--- config.mk ---
export PLATFORM = sky130hd
export DESIGN_NAME = imul_unit
export DESIGN_NICKNAME = d
export VERILOG_FILES = /design/src/rtl/imul_pkg.sv /design/src/rtl/imul_opprep.sv /design/src/rtl/imul_eng_array.sv /design/src/rtl/imul_eng_serial.sv /design/src/rtl/imul_fold.sv /design/src/rtl/imul_unit.sv
export SDC_FILE = /design/constraint.sdc
export NUM_CORES = 2
export LEC_CHECK = 0
export BUFFER_PORTS_ARGS = -buffer_cell sky130_fd_sc_hd__buf_2
export CORE_MARGIN = 10
export CORE_UTILIZATION = 49
export CTS_BUF_LIST = sky130_fd_sc_hd__clkbuf_8
export DETAILED_ROUTE_END_ITERATION = 16
export HOLD_SLACK_MARGIN = 0.06
export PLACE_DENSITY = 0.67
export RECOVER_POWER = 100
export SYNTH_ARGS = -nofsm -noshare
export SYNTH_HDL_FRONTEND = slang
export SYNTH_SLANG_ARGS = --single-unit
--- constraint.sdc ---
create_clock -name clk -period 3.6 [get_ports clk]
set_input_delay 0 -clock clk [delete_from_list [all_inputs] [get_ports clk]]
set_output_delay 0 -clock clk [all_outputs]
set_load 0.01 [all_outputs]
--- src/rtl/imul_pkg.sv ---
package imul_pkg;

   typedef enum logic [1:0] {
      MOP_LOW   = 2'b00,
      MOP_HI_SS = 2'b01,
      MOP_HI_SU = 2'b10,
      MOP_HI_UU = 2'b11
   } mop_e;

   localparam int ARCH_ARRAY  = 0;
   localparam int ARCH_SERIAL = 1;

   function automatic logic mop_a_signed(mop_e m);
      return (m == MOP_HI_SS) || (m == MOP_HI_SU);
   endfunction

   function automatic logic mop_b_signed(mop_e m);
      return (m == MOP_HI_SS);
   endfunction

endpackage

--- src/rtl/imul_opprep.sv ---
module imul_opprep
   import imul_pkg::*;
#(
   parameter int W = 32
) (
   input  logic [W-1:0] a_in,
   input  logic [W-1:0] b_in,
   input  mop_e         mop,
   output logic [W-1:0] mag_a,
   output logic [W-1:0] mag_b,
   output logic         neg,
   output logic         want_hi
);
   logic a_neg, b_neg;

   always_comb begin
      a_neg   = mop_a_signed(mop) && a_in[W-1];
      b_neg   = mop_b_signed(mop) && b_in[W-1];
      mag_a   = a_neg ? (~a_in + W'(1)) : a_in;
      mag_b   = b_neg ? (~b_in + W'(1)) : b_in;
      neg     = a_neg ^ b_neg;
      want_hi = (mop != MOP_LOW);
   end
endmodule

--- src/rtl/imul_eng_array.sv ---
module imul_eng_array #(
   parameter int W = 32
) (
   input  logic           clk,
   input  logic           rst_n,
   input  logic           load,
   input  logic [W-1:0]   mag_a,
   input  logic [W-1:0]   mag_b,
   output logic           fin,
   output logic [2*W-1:0] prod
);
   localparam int PW = 2 * W;

   logic [PW-1:0] prod_q;
   logic          fin_q;

   always_ff @(posedge clk or negedge rst_n) begin
      if (!rst_n) begin
         prod_q <= '0;
         fin_q  <= 1'b0;
      end else begin
         fin_q <= load;
         if (load) prod_q <= {{W{1'b0}}, mag_a} * {{W{1'b0}}, mag_b};
      end
   end

   assign fin  = fin_q;
   assign prod = prod_q;

   assert_array_lat_R5: assert property (@(posedge clk) disable iff (!rst_n)
      load |=> fin);
   assert_array_single_R5: assert property (@(posedge clk) disable iff (!rst_n)
      fin |=> !fin);
endmodule

--- src/rtl/imul_eng_serial.sv ---
module imul_eng_serial #(
   parameter int W = 32
) (
   input  logic           clk,
   input  logic           rst_n,
   input  logic           load,
   input  logic [W-1:0]   mag_a,
   input  logic [W-1:0]   mag_b,
   output logic           fin,
   output logic [2*W-1:0] prod
);
   localparam int PW = 2 * W;
   localparam int CW = $clog2(W + 1);

   logic [PW-1:0] acc_q, mc_q, acc_nxt;
   logic [W-1:0]  mp_q;
   logic [CW-1:0] cnt_q;
   logic          active_q;

   always_comb begin
      acc_nxt = acc_q + (mp_q[0] ? mc_q : '0);
   end

   always_ff @(posedge clk or negedge rst_n) begin
      if (!rst_n) begin
         acc_q    <= '0;
         mc_q     <= '0;
         mp_q     <= '0;
         cnt_q    <= '0;
         active_q <= 1'b0;
      end else if (load) begin
         acc_q    <= '0;
         mc_q     <= {{W{1'b0}}, mag_a};
         mp_q     <= mag_b;
         cnt_q    <= '0;
         active_q <= 1'b1;
      end else if (active_q) begin
         acc_q <= acc_nxt;
         mc_q  <= mc_q << 1;
         mp_q  <= mp_q >> 1;
         cnt_q <= cnt_q + CW'(1);
         if (fin) active_q <= 1'b0;
      end
   end

   assign fin  = active_q && (cnt_q == CW'(W - 1));
   assign prod = acc_nxt;

   assert_no_reload_R7: assert property (@(posedge clk) disable iff (!rst_n)
      load |-> !active_q);
   assert_cnt_bound_R5: assert property (@(posedge clk) disable iff (!rst_n)
      active_q |-> (cnt_q < CW'(W)));
   assert_serial_single_R5: assert property (@(posedge clk) disable iff (!rst_n)
      fin |=> !fin);
endmodule

--- src/rtl/imul_fold.sv ---
module imul_fold #(
   parameter int W = 32
) (
   input  logic [2*W-1:0] prod,
   input  logic           neg,
   input  logic           want_hi,
   output logic [W-1:0]   res
);
   logic [2*W-1:0] signed_prod;

   always_comb begin
      signed_prod = neg ? (~prod + (2*W)'(1)) : prod;
      res         = want_hi ? signed_prod[2*W-1:W] : signed_prod[W-1:0];
   end
endmodule

--- src/rtl/imul_unit.sv ---
module imul_unit
   import imul_pkg::*;
#(
   parameter int W    = 32,
   parameter int ARCH = ARCH_ARRAY
) (
   input  logic         clk,
   input  logic         rst_n,
   input  logic         start,
   input  logic [1:0]   op,
   input  logic [W-1:0] opa,
   input  logic [W-1:0] opb,
   output logic         done,
   output logic [W-1:0] result
);
   localparam int PW = 2 * W;

   if (W < 2) begin : g_bad_width
      $error("imul_unit: W must be at least 2");
   end
   if (ARCH != ARCH_ARRAY && ARCH != ARCH_SERIAL) begin : g_bad_arch
      $error("imul_unit: ARCH must select the array or the serial engine");
   end

   logic          busy_q, neg_q, hi_q, done_q;
   logic [W-1:0]  res_q, folded, mag_a, mag_b;
   logic          neg_d, hi_d, load, fin;
   logic [PW-1:0] prod;

   assign load = start && !busy_q;

   imul_opprep #(.W(W)) u_prep (
      .a_in   (opa),
      .b_in   (opb),
      .mop    (mop_e'(op)),
      .mag_a  (mag_a),
      .mag_b  (mag_b),
      .neg    (neg_d),
      .want_hi(hi_d)
   );

   if (ARCH == ARCH_SERIAL) begin : g_serial
      imul_eng_serial #(.W(W)) u_eng (
         .clk(clk), .rst_n(rst_n), .load(load),
         .mag_a(mag_a), .mag_b(mag_b), .fin(fin), .prod(prod)
      );
   end else begin : g_array
      imul_eng_array #(.W(W)) u_eng (
         .clk(clk), .rst_n(rst_n), .load(load),
         .mag_a(mag_a), .mag_b(mag_b), .fin(fin), .prod(prod)
      );
   end

   imul_fold #(.W(W)) u_fold (
      .prod   (prod),
      .neg    (neg_q),
      .want_hi(hi_q),
      .res    (folded)
   );

   always_ff @(posedge clk or negedge rst_n) begin
      if (!rst_n) begin
         busy_q <= 1'b0;
         neg_q  <= 1'b0;
         hi_q   <= 1'b0;
         done_q <= 1'b0;
         res_q  <= '0;
      end else begin
         done_q <= 1'b0;
         if (load) begin
            busy_q <= 1'b1;
            neg_q  <= neg_d;
            hi_q   <= hi_d;
         end
         if (fin) begin
            busy_q <= 1'b0;
            done_q <= 1'b1;
            res_q  <= folded;
         end
      end
   end

   assign done   = done_q;
   assign result = res_q;

   assert_done_pulse_R5: assert property (@(posedge clk) disable iff (!rst_n)
      done |=> !done);
   assert_hold_R6: assert property (@(posedge clk) disable iff (!rst_n)
      !$stable(result) |-> done);
   assert_fin_busy_R7: assert property (@(posedge clk) disable iff (!rst_n)
      fin |-> busy_q);
   assert_load_idle_R7: assert property (@(posedge clk) disable iff (!rst_n)
      load |=> busy_q);
endmodule

==> out/metrics.cfg <==
[outcome]
status = finished with violations
violations = max-capacitance violations, max-slew violations, negative setup slack

[worst_setup_path]
critPathMaxFanout = 5
cpPeakStageDelay_ns = 0.58
crit_top_cell = fa_1
cp.required_ns = 3.92
r2r.worst_path.cells = 9
r2r_setup_slack_ns = -0.07
slowest_stage = fa_1
crit_type = in2reg
worstReg2RegStart = g_array.u_eng.prod[6]
cp-start-kind = primary input
cp.arrival_ns = 9.07
cp-end-kind = flop
r2r_end = result[21]

[global_route]
grt.met1_usage_pct = 37.6
track_usage_pct = 31.0
grt_pass1_wl_um = 215000
antenna_found_initial = 4
grt_overflow = 0
grt_pass1_vias = 37330
grt_use_met3_pct = 6.46
met2_usage_pct = 51.1
grt_max_degree = 97
busiest_layer = met2

[floorplanning]
core_area_um2 = 79000
die_y_um = 302
pin_count = 102
dieArea_um2 = 91300
fp.dieW_um = 302
initial_core_util_pct = 49.4
row_count = 103

[sta]
clock_skew_ns = 0.0143
maxSlewViolCount = 78
period_share_pct = 243
max_freq_ghz = 0.114
setup_ws_ns = -5.15
finalSetupViolCount = 62
final.setup.tns_ns = -250.51
rsz0062_at_grt = true
slew-limit-headroom_pct = -27.5
finalHoldViolCount = 0
min_period_ns = 8.75
tightestPinTransition_ns = 1.91

[route]
dr_total_vias = 35443
drc = 0
first_pass_iters = 6
viasPerCell = 5.49
antenna_left = 0
drt-initial-drc-count = 2876
finalWirelength_um = 143000
wl_per_cell_um = 22.1

[synthesis]
synth.area.top_cells = fa_1, inv_1, ha_1, dfrtp_1, nand2_1
synth_top_flop_cell = dfrtp_1
synthCells = 4544
synth_top_area_share_pct = 46.0
syn_area_um2 = 39000
yosys.area.top_type = fa_1
syn_nets = 5777
yosys_register_bits = 101
async_reset_ff_share_pct = 100
ys_warn_count = 0
synth_area_per_cell_um2 = 8.58
synth_edf_count = 0
synth_cell_types = 77
seq_area_frac_synth_pct = 6.48

[layout]
drive_gt1_share_pct = 27.8
nets = 6636
fin_cells = 6460
area_growth_pct = 33.8

[clocking]
cts_tree = done
clk_latency_ns = 0.38
cts_max_path_buffers = 2
h-tree-depth = 3
numCtsBuffers = 9
cts_root_buf = clkbuf_8
path_clk_slew_ns = 0.09
clock-sinks = 101

[worst_hold_path]
hold_path_end = g_array.u_eng.prod[0]
hold_path_class = in2reg
min_path_cells = 4
min_from = opb[0]

[placed_design]
gp_congestion = 1.09
dp_hpwl_um = 119000
io_buffers = 101
dp.cells = 6321

[flow_run]
cap_violations = 1

## critical path: cells and delay by family
family,cells,cell delay (ns)
AO/OA/AOI/OAI,4,0.78
XOR/XNOR,1,0.22
adder cells (fa/ha/maj),9,4.35
buffers and inverters,9,1.06
AND/OR/NAND/NOR,10,2.66
## synthesized netlist by cell type (4+ instances only)
| library cell | n |
|---|---|
| clkbuf_1 | 194 |
| and3_1 | 15 |
| a21o_1 | 43 |
| nand2b_1 | 20 |
| nor2b_1 | 8 |
| xor2_1 | 116 |
| o21a_1 | 5 |
| buf_2 | 10 |
| and2_1 | 14 |
| a211o_1 | 5 |
| or4_1 | 12 |
| o41ai_1 | 7 |
| o21ai_0 | 149 |
| a31oi_1 | 12 |
| a21oi_1 | 112 |
| nand3_1 | 29 |
| nand4_1 | 22 |
| o21bai_1 | 18 |
| a311oi_1 | 4 |
| o211ai_1 | 13 |
| fa_1 | 896 |
| inv_1 | 903 |
| buf_1 | 5 |
| or3_1 | 20 |
| or2_2 | 4 |
| o31ai_1 | 30 |
| mux2i_1 | 6 |
| nor4_1 | 15 |
| nor2_1 | 621 |
| ha_1 | 268 |
| xnor2_1 | 109 |
| dfrtp_1 | 101 |
| nor3_1 | 23 |
| nand2_1 | 664 |
| a211oi_1 | 5 |
| mux2_2 | 5 |
## layer usage
metal | routed length, um | vias to the layer above
met5 | 13 | -
met4 | 10500 | 2
met3 | 12900 | 505
met2 | 67500 | 1709
met1 | 51700 | 17853
li1 | - | 15374
## what timing repair did
item | 4_1_cts | 5_1_grt
setup buffers | 89 | 42
setup endpoints to repair | 60 | 62
hold endpoints to repair | 78 | 0
gates resized for setup | 416 | 192
pin swaps | 191 | 139
cloned | 3 | 0
hold buffers | 3 | 0
## through the flow
step	hold WS (ns)	cell area, um2	util (%)	worst slack (ns)
floorplan	-0.296	40300	-	-4.84
global placement	0.205	48200	61.0	-5.50
detailed placement	0.217	48200	61.0	-5.55
CTS	0.220	51100	64.7	-4.94
global route	0.241	52200	66.1	-5.32
finish	0.248	52200	66.1	-5.15
## cells by family (layout without fill, tap and decap cells)
logic type | count (synthesis) | after routing | share of synthesized area (%)
DFF | 101 | 101 | 6.48
and+or+nand+nor | 1486 | 1488 | 15.7
xor gates and xnor gates | 227 | 227 | 5.14
buffers and inverters | 1116 | 1977 | 10.8
adders and majority gates | 1164 | 1164 | 54.6
other | 0 | 3 | 0
muxes | 12 | 12 | 0.356
AOI/OAI and AO/OA | 438 | 438 | 6.99
## layout by cell type (no fill, tap or decap), drive strengths merged, types with 20 or more instances in the layout
| cell type | count |
|---|---|
| inv | 904 |
| ha | 268 |
| nand3 | 29 |
| dfrtp | 101 |
| xor2 | 117 |
| nand4 | 22 |
| fa | 896 |
| xnor2 | 110 |
| nand2 | 665 |
| o31ai | 32 |
| clkbuf | 52 |
| nand2b | 20 |
| a21o | 43 |
| or3 | 20 |
| nor3 | 24 |
| buf | 1012 |
| o21ai | 152 |
| a21oi | 112 |
| nor2 | 621 |
## worst max-delay path by stage
stage          cells after the start  startpoint  slack, ns                     end
2_1_floorplan                     31      opb[3]      -4.84  g_array.u_eng.prod[60]
3_3_place_gp                      33      opa[6]      -5.50  g_array.u_eng.prod[57]
3_5_place_dp                      33      opa[6]      -5.55  g_array.u_eng.prod[58]
4_1_cts                           32      opb[5]      -4.94  g_array.u_eng.prod[61]
5_1_grt                           33      opb[5]      -5.32  g_array.u_eng.prod[63]
6_report                          33      opb[5]      -5.15  g_array.u_eng.prod[63]
## area by class of cell
class,count,area [um2]
Multi-Input combinational cell,3329,35700
Fill cell,6191,26800
Timing Repair Buffer,1057,9050
Inverter,905,3420
Sequential cell,101,2530
Tap cell,1050,1310
Clock buffer,10,138
Clock inverter,5,61.3
Antenna cell,3,7.51
## state kept, by name (all words and copies together) (netlist names)
| signal | cells |
|---|---|
| busy_q | 1 |
| done | 1 |
| g_array.u_eng.fin | 1 |
| g_array.u_eng.prod | 64 |
| hi_q | 1 |
| neg_q | 1 |
| result | 32 |
Power is left out: the tool's default activity adds up to more than one toggle a clock period on the data nets, which glitch-free logic cannot reach.
